**config.mk**
```make
export PLATFORM = sky130hd
export DESIGN_NAME = sram_ce_decoder
export DESIGN_NICKNAME = d
export VERILOG_FILES = /design/src/rtl/sced_pkg.sv /design/src/rtl/sced_cfg_regs.sv /design/src/rtl/sced_region_map.sv /design/src/rtl/sced_enable_gen.sv /design/src/rtl/sram_ce_decoder.sv
export SDC_FILE = /design/constraint.sdc
export NUM_CORES = 1
export LEC_CHECK = 0
export CAP_MARGIN = 20
export CORE_AREA = 2 2 39 41
export DETAILED_ROUTE_END_ITERATION = 6
export DIE_AREA = 0 0 41 43
export DONT_BUFFER_PORTS = 1
export GPL_ROUTABILITY_DRIVEN = 1
export HOLD_SLACK_MARGIN = 0.05
export SYNTH_ARGS = -nofsm -noshare
export SYNTH_HDL_FRONTEND = slang
export SYNTH_HIERARCHICAL = 1
export SYNTH_SLANG_ARGS = --single-unit
```
**constraint.sdc**
```tcl
create_clock -name clk -period 1.7 [get_ports clk]
set_input_delay 0.085 -clock clk [delete_from_list [all_inputs] [get_ports clk]]
set_output_delay 0.085 -clock clk [all_outputs]
set_load 0.01 [all_outputs]
```
**src/rtl/sced_pkg.sv**
```systemverilog
package sced_pkg;
  typedef enum logic [1:0] {
    ACC_IDLE  = 2'b00,
    ACC_FETCH = 2'b01,
    ACC_RD    = 2'b10,
    ACC_WR    = 2'b11
  } acc_kind_e;

  typedef enum logic [1:0] {
    SUP_NORMAL = 2'b00,
    SUP_LOWVCC = 2'b01,
    SUP_BACKUP = 2'b10,
    SUP_BACKX  = 2'b11
  } supply_e;

  typedef enum logic [1:0] {
    TGT_NONE   = 2'b00,
    TGT_SRAM   = 2'b01,
    TGT_PERIPH = 2'b10,
    TGT_EXP    = 2'b11
  } tgt_e;
endpackage

```
**src/rtl/sced_cfg_regs.sv**
```systemverilog
module sced_cfg_regs
  import sced_pkg::*;
#(
  parameter int PAGE_W = 4
) (
  input  logic            clk,
  input  logic            rst_n,
  input  logic            cfg_load,
  input  logic [PAGE_W:0] cfg_bound,
  input  logic            cfg_shared,
  input  logic            cfg_periph,
  output logic [PAGE_W:0] bound_q,
  output logic            shared_q,
  output logic            periph_q
);
  localparam logic [PAGE_W:0] ALL_PROG = (PAGE_W+1)'(1 << PAGE_W);

  always_ff @(posedge clk or negedge rst_n) begin
    if (!rst_n) begin
      bound_q  <= ALL_PROG;
      shared_q <= 1'b1;
      periph_q <= 1'b0;
    end else if (cfg_load) begin
      bound_q  <= cfg_bound;
      shared_q <= cfg_shared;
      periph_q <= cfg_periph;
    end
  end

  // configuration only moves on a load edge
  p_cfg_hold_r7: assert property (@(posedge clk) disable iff (!rst_n)
    !cfg_load |=> $stable({bound_q, shared_q, periph_q}));
endmodule

```
**src/rtl/sced_region_map.sv**
```systemverilog
module sced_region_map
  import sced_pkg::*;
#(
  parameter int ADDR_W = 16,
  parameter int PAGE_W = 4
) (
  input  logic              clk,
  input  logic              rst_n,
  input  logic [ADDR_W-1:0] addr,
  input  acc_kind_e         kind,
  input  logic              mem_32k,
  input  logic              shared_q,
  input  logic              periph_q,
  input  logic [PAGE_W:0]   bound_q,
  output tgt_e              tgt,
  output logic              data_space,
  output logic              wr_allow,
  output logic              shared_eff,
  output logic              in_prog
);
  // page index of the address compared with the boundary page count
  function automatic logic f_below(input logic [ADDR_W-1:0] a,
                                   input logic [PAGE_W:0] b);
    logic [PAGE_W:0] pg;
    pg = {1'b0, a[ADDR_W-1 -: PAGE_W]};
    return pg < b;
  endfunction

  always_comb begin
    shared_eff = shared_q & mem_32k;
    in_prog    = f_below(addr, bound_q);
    tgt        = TGT_NONE;
    data_space = 1'b0;
    unique case (kind)
      ACC_IDLE:  tgt = TGT_NONE;
      ACC_FETCH: tgt = (shared_eff && !in_prog) ? TGT_EXP : TGT_SRAM;
      default: begin
        if (periph_q) tgt = TGT_PERIPH;
        else begin
          tgt        = TGT_SRAM;
          data_space = !shared_eff;
        end
      end
    endcase
    wr_allow = (kind == ACC_WR) &&
               !(tgt == TGT_SRAM && shared_eff && in_prog);
  end

  // fetches never go to peripheral space
  p_fetch_not_periph_r8: assert property (@(posedge clk) disable iff (!rst_n)
    (kind == ACC_FETCH) |-> (tgt != TGT_PERIPH));
  // data accesses are always mapped locally
  p_data_not_exp_r5: assert property (@(posedge clk) disable iff (!rst_n)
    (kind == ACC_RD || kind == ACC_WR) |-> (tgt != TGT_EXP));
endmodule

```
**src/rtl/sced_enable_gen.sv**
```systemverilog
module sced_enable_gen
  import sced_pkg::*;
#(
  parameter int NUM_PE = 4
) (
  input  logic              clk,
  input  logic              rst_n,
  input  tgt_e              tgt,
  input  logic              data_space,
  input  logic              addr_hi,
  input  logic [$clog2(NUM_PE)-1:0] pe_sel,
  input  logic              wr_allow,
  input  logic              mem_32k,
  input  supply_e           supply,
  output logic [3:0]        ce_n,
  output logic              ce1_nb_n,
  output logic [NUM_PE-1:0] pe_n,
  output logic              we_n,
  output logic              exp_bus
);
  localparam int SEL_W = $clog2(NUM_PE);

  logic              supply_ok;
  logic [3:0]        ce32_raw;
  logic [3:0]        ce128_raw;
  logic [3:0]        ce_raw;
  logic [NUM_PE-1:0] pe_raw;
  logic              to_sram;

  assign supply_ok = (supply == SUP_NORMAL);
  assign to_sram   = (tgt == TGT_SRAM);

  for (genvar g = 0; g < 4; g++) begin : g_ce32
    assign ce32_raw[g] = !(to_sram && ({data_space, addr_hi} == 2'(g)));
  end

  for (genvar g = 0; g < NUM_PE; g++) begin : g_pe
    assign pe_raw[g] = !(tgt == TGT_PERIPH && pe_sel == SEL_W'(g));
  end

  // 128k: enable 1 is chip select, enables 2/3 become A16/A15
  assign ce128_raw = to_sram ? {1'b1, addr_hi, data_space, 1'b0} : 4'b1111;
  assign ce_raw    = mem_32k ? ce32_raw : ce128_raw;

  assign ce_n     = supply_ok ? ce_raw : 4'b1111;
  assign ce1_nb_n = supply_ok ? ce_raw[0] : 1'b1;
  assign pe_n     = supply_ok ? pe_raw : {NUM_PE{1'b1}};
  assign we_n     = supply_ok ? !wr_allow : 1'b1;
  assign exp_bus  = supply_ok && (tgt == TGT_EXP);

  // every enable idle when supply is not normal
  p_supply_off_r10: assert property (@(posedge clk) disable iff (!rst_n)
    !supply_ok |-> (&{ce_n, pe_n, we_n, ce1_nb_n}) && !exp_bus);
  // enable 4 unused in 128k mode
  p_ce4_idle_r3: assert property (@(posedge clk) disable iff (!rst_n)
    !mem_32k |-> ce_n[3]);
endmodule

```
**src/rtl/sram_ce_decoder.sv**
```systemverilog
module sram_ce_decoder
  import sced_pkg::*;
#(
  parameter int ADDR_W = 16,
  parameter int PAGE_W = 4,
  parameter int NUM_PE = 4
) (
  input  logic              clk,
  input  logic              rst_n,
  input  logic              mem_32k,
  input  logic [1:0]        supply,
  input  logic              cfg_load,
  input  logic [PAGE_W:0]   cfg_bound,
  input  logic              cfg_shared,
  input  logic              cfg_periph,
  input  logic [1:0]        acc_kind,
  input  logic [ADDR_W-1:0] addr,
  output logic [3:0]        ce_n,
  output logic              ce1_nb_n,
  output logic [NUM_PE-1:0] pe_n,
  output logic              we_n,
  output logic              exp_bus
);
  localparam int SEL_W = $clog2(NUM_PE);

  logic [PAGE_W:0] bound_q;
  logic            shared_q;
  logic            periph_q;
  tgt_e            tgt;
  logic            data_space;
  logic            wr_allow;
  logic            shared_eff;
  logic            in_prog;
  acc_kind_e       kind;
  supply_e         sup;

  assign kind = acc_kind_e'(acc_kind);
  assign sup  = supply_e'(supply);

  sced_cfg_regs #(.PAGE_W(PAGE_W)) u_cfg (
    .clk(clk), .rst_n(rst_n), .cfg_load(cfg_load), .cfg_bound(cfg_bound),
    .cfg_shared(cfg_shared), .cfg_periph(cfg_periph),
    .bound_q(bound_q), .shared_q(shared_q), .periph_q(periph_q)
  );

  sced_region_map #(.ADDR_W(ADDR_W), .PAGE_W(PAGE_W)) u_map (
    .clk(clk), .rst_n(rst_n), .addr(addr), .kind(kind), .mem_32k(mem_32k),
    .shared_q(shared_q), .periph_q(periph_q), .bound_q(bound_q),
    .tgt(tgt), .data_space(data_space), .wr_allow(wr_allow),
    .shared_eff(shared_eff), .in_prog(in_prog)
  );

  sced_enable_gen #(.NUM_PE(NUM_PE)) u_en (
    .clk(clk), .rst_n(rst_n), .tgt(tgt), .data_space(data_space),
    .addr_hi(addr[ADDR_W-1]), .pe_sel(addr[ADDR_W-1 -: SEL_W]),
    .wr_allow(wr_allow), .mem_32k(mem_32k), .supply(sup),
    .ce_n(ce_n), .ce1_nb_n(ce1_nb_n), .pe_n(pe_n), .we_n(we_n),
    .exp_bus(exp_bus)
  );

  // at most one 32k part selected
  p_onehot_ce_r2: assert property (@(posedge clk) disable iff (!rst_n)
    mem_32k |-> $onehot0(~ce_n));
  // non-backed copy tracks enable 1 on good supply
  p_ce1_copy_r9: assert property (@(posedge clk) disable iff (!rst_n)
    (supply == 2'b00) |-> (ce1_nb_n == ce_n[0]));
  // peripheral and SRAM enables never active together
  p_pe_excl_r8: assert property (@(posedge clk) disable iff (!rst_n)
    !(&pe_n) |-> (&ce_n) && $onehot0(~pe_n));
  // write strobe only on data writes
  p_we_only_write_r12: assert property (@(posedge clk) disable iff (!rst_n)
    (acc_kind != 2'b11) |-> we_n);
  // a blocked write leaves the part enabled but not written
  p_protect_r6: assert property (@(posedge clk) disable iff (!rst_n)
    (acc_kind == 2'b11 && shared_eff && in_prog && !periph_q) |-> we_n);
  // expansion flag excludes every local enable
  p_exp_excl_r5: assert property (@(posedge clk) disable iff (!rst_n)
    exp_bus |-> (&ce_n) && (&pe_n));
endmodule

```
# [Word level (Yosys, flattened, before mapping)]
# Cells that the tools add are included.
[totals] register_bits=7 inputBits=31 output_inout_bits=11 elab_cells=57
[op_classes] mux=11 n_eq_ne=11 reduce_logical=30 order_cmp=1 bitwise=1
[ops] op="equality test 2 bit, second input constant" count=7
[ops] op="logical AND 1 bit" count=13
[ops] op="logical NOT 1 bit" count=12
[ops] op="two-way mux 4 bit" count=3
[ops] op="equality test 2 x 1 -> 1 bit, second input constant" count=4
[ops] op="logical NOT 2 bit" count=4
[ops] op="< comparator 4 x 5 -> 1 bit" count=1
[ops] op="two-way mux 1 bit" count=4
[ops] op="two-way mux 2 bit" count=2
[ops] op="case mux 2 bit (2 select lines)" count=1
[ops] op="two-way mux 3 bit" count=1
[ops] op="OR reduction 2 bit" count=1
[ops] op="bitwise AND 1 bit" count=1

# [Logic depth before layout (Yosys ltp)]
[depth] ltp_word=12 ltp_mapped=8 ltp_nobuf=7

# [Modules after synthesis]
# Netlist, hierarchy kept.
[by_module_without_submodules] mod="sced_cfg_regs" n_inst=1 cells_each=15 seq_area_each_um2=177.7 area_each_um2=294.0
[by_module_without_submodules] mod="sced_region_map" n_inst=1 cells_each=25 seq_area_each_um2=0.0 area_each_um2=171.4
[by_module_without_submodules] mod="sced_enable_gen" n_inst=1 cells_each=18 seq_area_each_um2=0.0 area_each_um2=138.9

# [Worst setup path before layout]
# Ideal clock, no wire load.
[synth_path] path_type="reg-to-output" from="reg u_cfg.bound_q[2]" to="out ce_n[0]" stages_incl_launch_ff=9 slack_ps=-127 required_time_ps=1615 arrival_time_ps=1742 path_buffers=1 cell_sequence="dfrtp_1 > inv_1 > ha_1 > a21o_1 > a31oi_1 > o21ai_1 > nor4b_4 > nand2_1 > buf_4"
[synth_between] elab_chain_cells=10 elab_cells_between_ends=11 cone_classes="1 x order compare; 1 x eq/ne; 5 x mux; 4 x reduce/logical"
[synth_rtl] element="start: declaration" line="sced_cfg_regs.sv:12" text="output logic [PAGE_W:0] bound_q,"
[synth_rtl] element="start signal: assignment" line="sced_cfg_regs.sv:24" text="bound_q <= cfg_bound;"
[synth_rtl] element="< comparator 4 x 5 -> 1 bit *" line="sced_region_map.sv:26" text="return pg < b;"
[synth_rtl] element="logical NOT 1 bit *" line="sced_region_map.sv:36" text="ACC_FETCH: tgt = (shared_eff && !in_prog) ? TGT_EXP : TGT_SRAM;"
[synth_rtl] element="logical AND 1 bit *" line="sced_region_map.sv:36"
[synth_rtl] element="two-way mux 2 bit *" line="sced_region_map.sv:36"
[synth_rtl] element="case mux 2 bit (2 select lines) *" line="sced_region_map.sv:34" text="unique case (kind)"
[synth_rtl] element="net tgt[1]" line="sram_ce_decoder.sv:29" text="tgt_e tgt;"
[synth_rtl] element="equality test 2 x 1 -> 1 bit *" line="sced_enable_gen.sv:31" text="assign to_sram = (tgt == TGT_SRAM);"
[synth_rtl] element="logical AND 1 bit" line="sced_enable_gen.sv:34" text="assign ce32_raw[g] = !(to_sram && ({data_space, addr_hi} == 2'(g)));"
[synth_rtl] element="logical NOT 1 bit" line="sced_enable_gen.sv:34"
[synth_rtl] element="two-way mux 4 bit *" line="sced_enable_gen.sv:43" text="assign ce_raw = mem_32k ? ce32_raw : ce128_raw;"
[synth_rtl] element="two-way mux 4 bit *" line="sced_enable_gen.sv:45" text="assign ce_n = supply_ok ? ce_raw : 4'b1111;"
[synth_rtl] element="end: declaration" line="sram_ce_decoder.sv:18" text="output logic [3:0] ce_n,"
# The timed path passes the listed nets; every way through them passes the cells marked *.

# [Worst setup path in the final report]
[layout_path] from="reg u_cfg.bound_q[2]" to="out ce_n[3]"
[layout_between] elab_chain_cells=10
[layout_rtl] element="< comparator 4 x 5 -> 1 bit" line="sced_region_map.sv:26"
[layout_rtl] element="logical NOT 1 bit" line="sced_region_map.sv:36"
[layout_rtl] element="logical AND 1 bit" line="sced_region_map.sv:36"
[layout_rtl] element="two-way mux 2 bit" line="sced_region_map.sv:36"
[layout_rtl] element="case mux 2 bit (2 select lines)" line="sced_region_map.sv:34"
[layout_rtl] element="net tgt[1]" line="sram_ce_decoder.sv:29"
[layout_rtl] element="equality test 2 x 1 -> 1 bit" line="sced_enable_gen.sv:31"
[layout_rtl] element="logical AND 1 bit" line="sced_enable_gen.sv:34"
[layout_rtl] element="logical NOT 1 bit" line="sced_enable_gen.sv:34"
[layout_rtl] element="two-way mux 4 bit" line="sced_enable_gen.sv:43"
[layout_rtl] element="two-way mux 4 bit" line="sced_enable_gen.sv:45"
# The timed path passes the listed nets, and every way through them passes these cells.

==> results.yml <==
run_status:
  outcome: "complete, but fails checks"
  violations: "negative setup slack"
routing:
  drc_errors: 0
  wl_per_cell_um: 13.3
  drt-total-wl_um: 1240
  drt_first_pass_iters: 4
  vias: 486
  dr.first_iter.drc_count: 10
  avgViaCountPerCell: 5.23
  postRouteAntennaNets: 0
critical_path:
  rrSetupSlack_ps: 260
  crit_end: "ce_n[3]"
  startpoint: "u_cfg/bound_q[2]"
  critPathArrivalTime_ps: 1880
  worst_setup_path_start_kind: "flip-flop"
  max_stage_delay_ps: 380
  r2r-end: "u_cfg/bound_q[2]"
  end_kind: "primary output"
  rr_worst_depth: 3
  path_max_fanout: 4
  crit_type: "reg2out"
  cp_data_required_time_ps: 1620
  slowest_stage: "dfrtp_1"
  crit_chain: "inv_2, ha_4, a21o_1, a31oi_4, o21ai_4, nor4b_4, nand4_1"
  r2r_start: "u_cfg/bound_q[2]"
yosys:
  syn-cell-area_um2: 588
  yosys_warnings: 6
  synth_fp_nets: 90
  syn_inst: 56
  synth_area_per_cell_um2: 10.5
finish:
  fin_nets: 112
  drive_above_1_share_pct: 33.8
  n_fill_cell: 109
  layout_commonest_cell: "dlygate4sd3_1"
  final_core_util_pct: 61.4
  final_cell_mix: "dlygate4sd3_1 (15), mux2_4 (7), dfrtp_1 (5)"
  layoutNonFillerInstCount: 93
  antenna_cells: 0
  finalInstanceArea_um2: 850
  area_growth_pct: 44.5
power_and_ir_drop:
  combinationalPowerShare_pct: 33.9
  clock_power_share_pct: 27.9
  intPower_uw: 394
  netSwitchingFraction_pct: 25.4
  leakage_nw: 0.362
  power.switching_uw: 134
  ir_worst_vdd_mv: 0.437
  seq_power_share_pct: 38.3
  p_per_area_nw_per_um2: 622
  power_uw: 528
global_route:
  grt_pass1_vias: 523
  grt_max_degree: 10
  antenna_found_initial: 0
  grt_pass1_wl_um: 2000
  grt_usage_pct: 17.0
  grt_overflow: 0
die:
  start_util_pct: 42.5
  die_h_um: 43
  die-area_um2: 1760
  row_count: 14
  die_w_um: 41
  coreArea_um2: 1380
  ios: 42
timing:
  fin_crit_sh_pct: 115
  period_needed_ps: 1960
  setup_viol: 9
  slew_headroom_pct: 76.5
  setup_ws_ps: -261
  hold_viol_final: 0
  slew_violations: 0
  fin_hold_ws_ps: 156
  max_freq_ghz: 0.510
  fin_setup_tns_ps: -1880
  rsz0062_at_grt: "yes"
  worst_pin_slew_ps: 352
  finClkSkew_ps: 0
placement:
  place_area_um2: 637
  dp_cells: 73
  place_ws_ps: -57.8
  post-dp-hpwl_um: 852
  port_buffers: 0
  gp_congestion: 0.624
clocking:
  tritoncts: "built"
  cts_sinks: 7
  cts_buffers: 3
  max-clock-path-buffers: 2
  clk_pin_slew_worst_paths_ps: 50
  cts_root_buf: "clkbuf_4"
  cts_max_level: 1
  clk-insertion-delay-late_ps: 250
flow_run:
  drv_cap: 0
hold_path:
  hold_class: "in2async"
## how the worst min path moves through the flow
stage / startpoint / end / slack, ps / cells past startpoint
2_1_floorplan: rst_n / u_cfg/bound_q[0] / -210 / 0
3_3_place_gp: rst_n / u_cfg/bound_q[3] / -210 / 0
3_5_place_dp: rst_n / u_cfg/bound_q[3] / -210 / 0
4_1_cts: rst_n / u_cfg/periph_q / 150 / 1
5_1_grt: rst_n / u_cfg/bound_q[3] / 170 / 1
6_report: rst_n / u_cfg/periph_q / 160 / 1
## sequential cells by signal (all words and copies together) (netlist names)
| register | cells |
|---|---|
| u_cfg/bound_q | 5 |
| u_cfg/periph_q | 1 |
| u_cfg/shared_q | 1 |
## area by class of cell
cell class	instances	area (um2)	share of cell area (%)
inverter	4	15.0	1.77
multi-input combinational	43	430	50.7
tap	16	20.0	2.36
clock buffer	4	26.3	3.09
sequential	7	178	20.9
timing repair buffer	19	180	21.2
## power groups by stage
| stage | registers (mW) | logic, mW | clock network [mW] |
|---|---|---|---|
| finish | 0.202 | 0.179 | 0.147 |
| global route | 0.204 | 0.196 | 0.165 |
| CTS | 0.202 | 0.166 | 0.152 |
| detailed placement | 0.204 | 0.116 | 0 |
| global placement | 0.203 | 0.113 | 0 |
| floorplan | 0.199 | 0.101 | 0 |
## timing repair
item	4_1_cts	5_1_grt
hold endpoints to repair	14	0
hold buffers	15	0
pin swaps	6	1
endpoints found under the setup margin	10	11
buffers inserted	1	0
resized for setup	3	2
cloned	0	0
## per-layer routing
metal / vias up / GRT usage (%) / part of all wire, %
met5: - / 0 / 0
met2: 17 / 29.1 / 55
met1: 227 / 18.7 / 39
met4: 0 / 10.0 / 0
li1: 242 / - / -
met3: 0 / 1.57 / 5.6
## worst max-delay path, delay by kind of cell (launching register included)
kind	cells	cell delay, ps
simple gates	2	520
buf+inv	1	70
compound gates	3	460
flops	1	380
fa+ha+maj	1	200
Note: power is estimated with default switching activity, not from simulation.
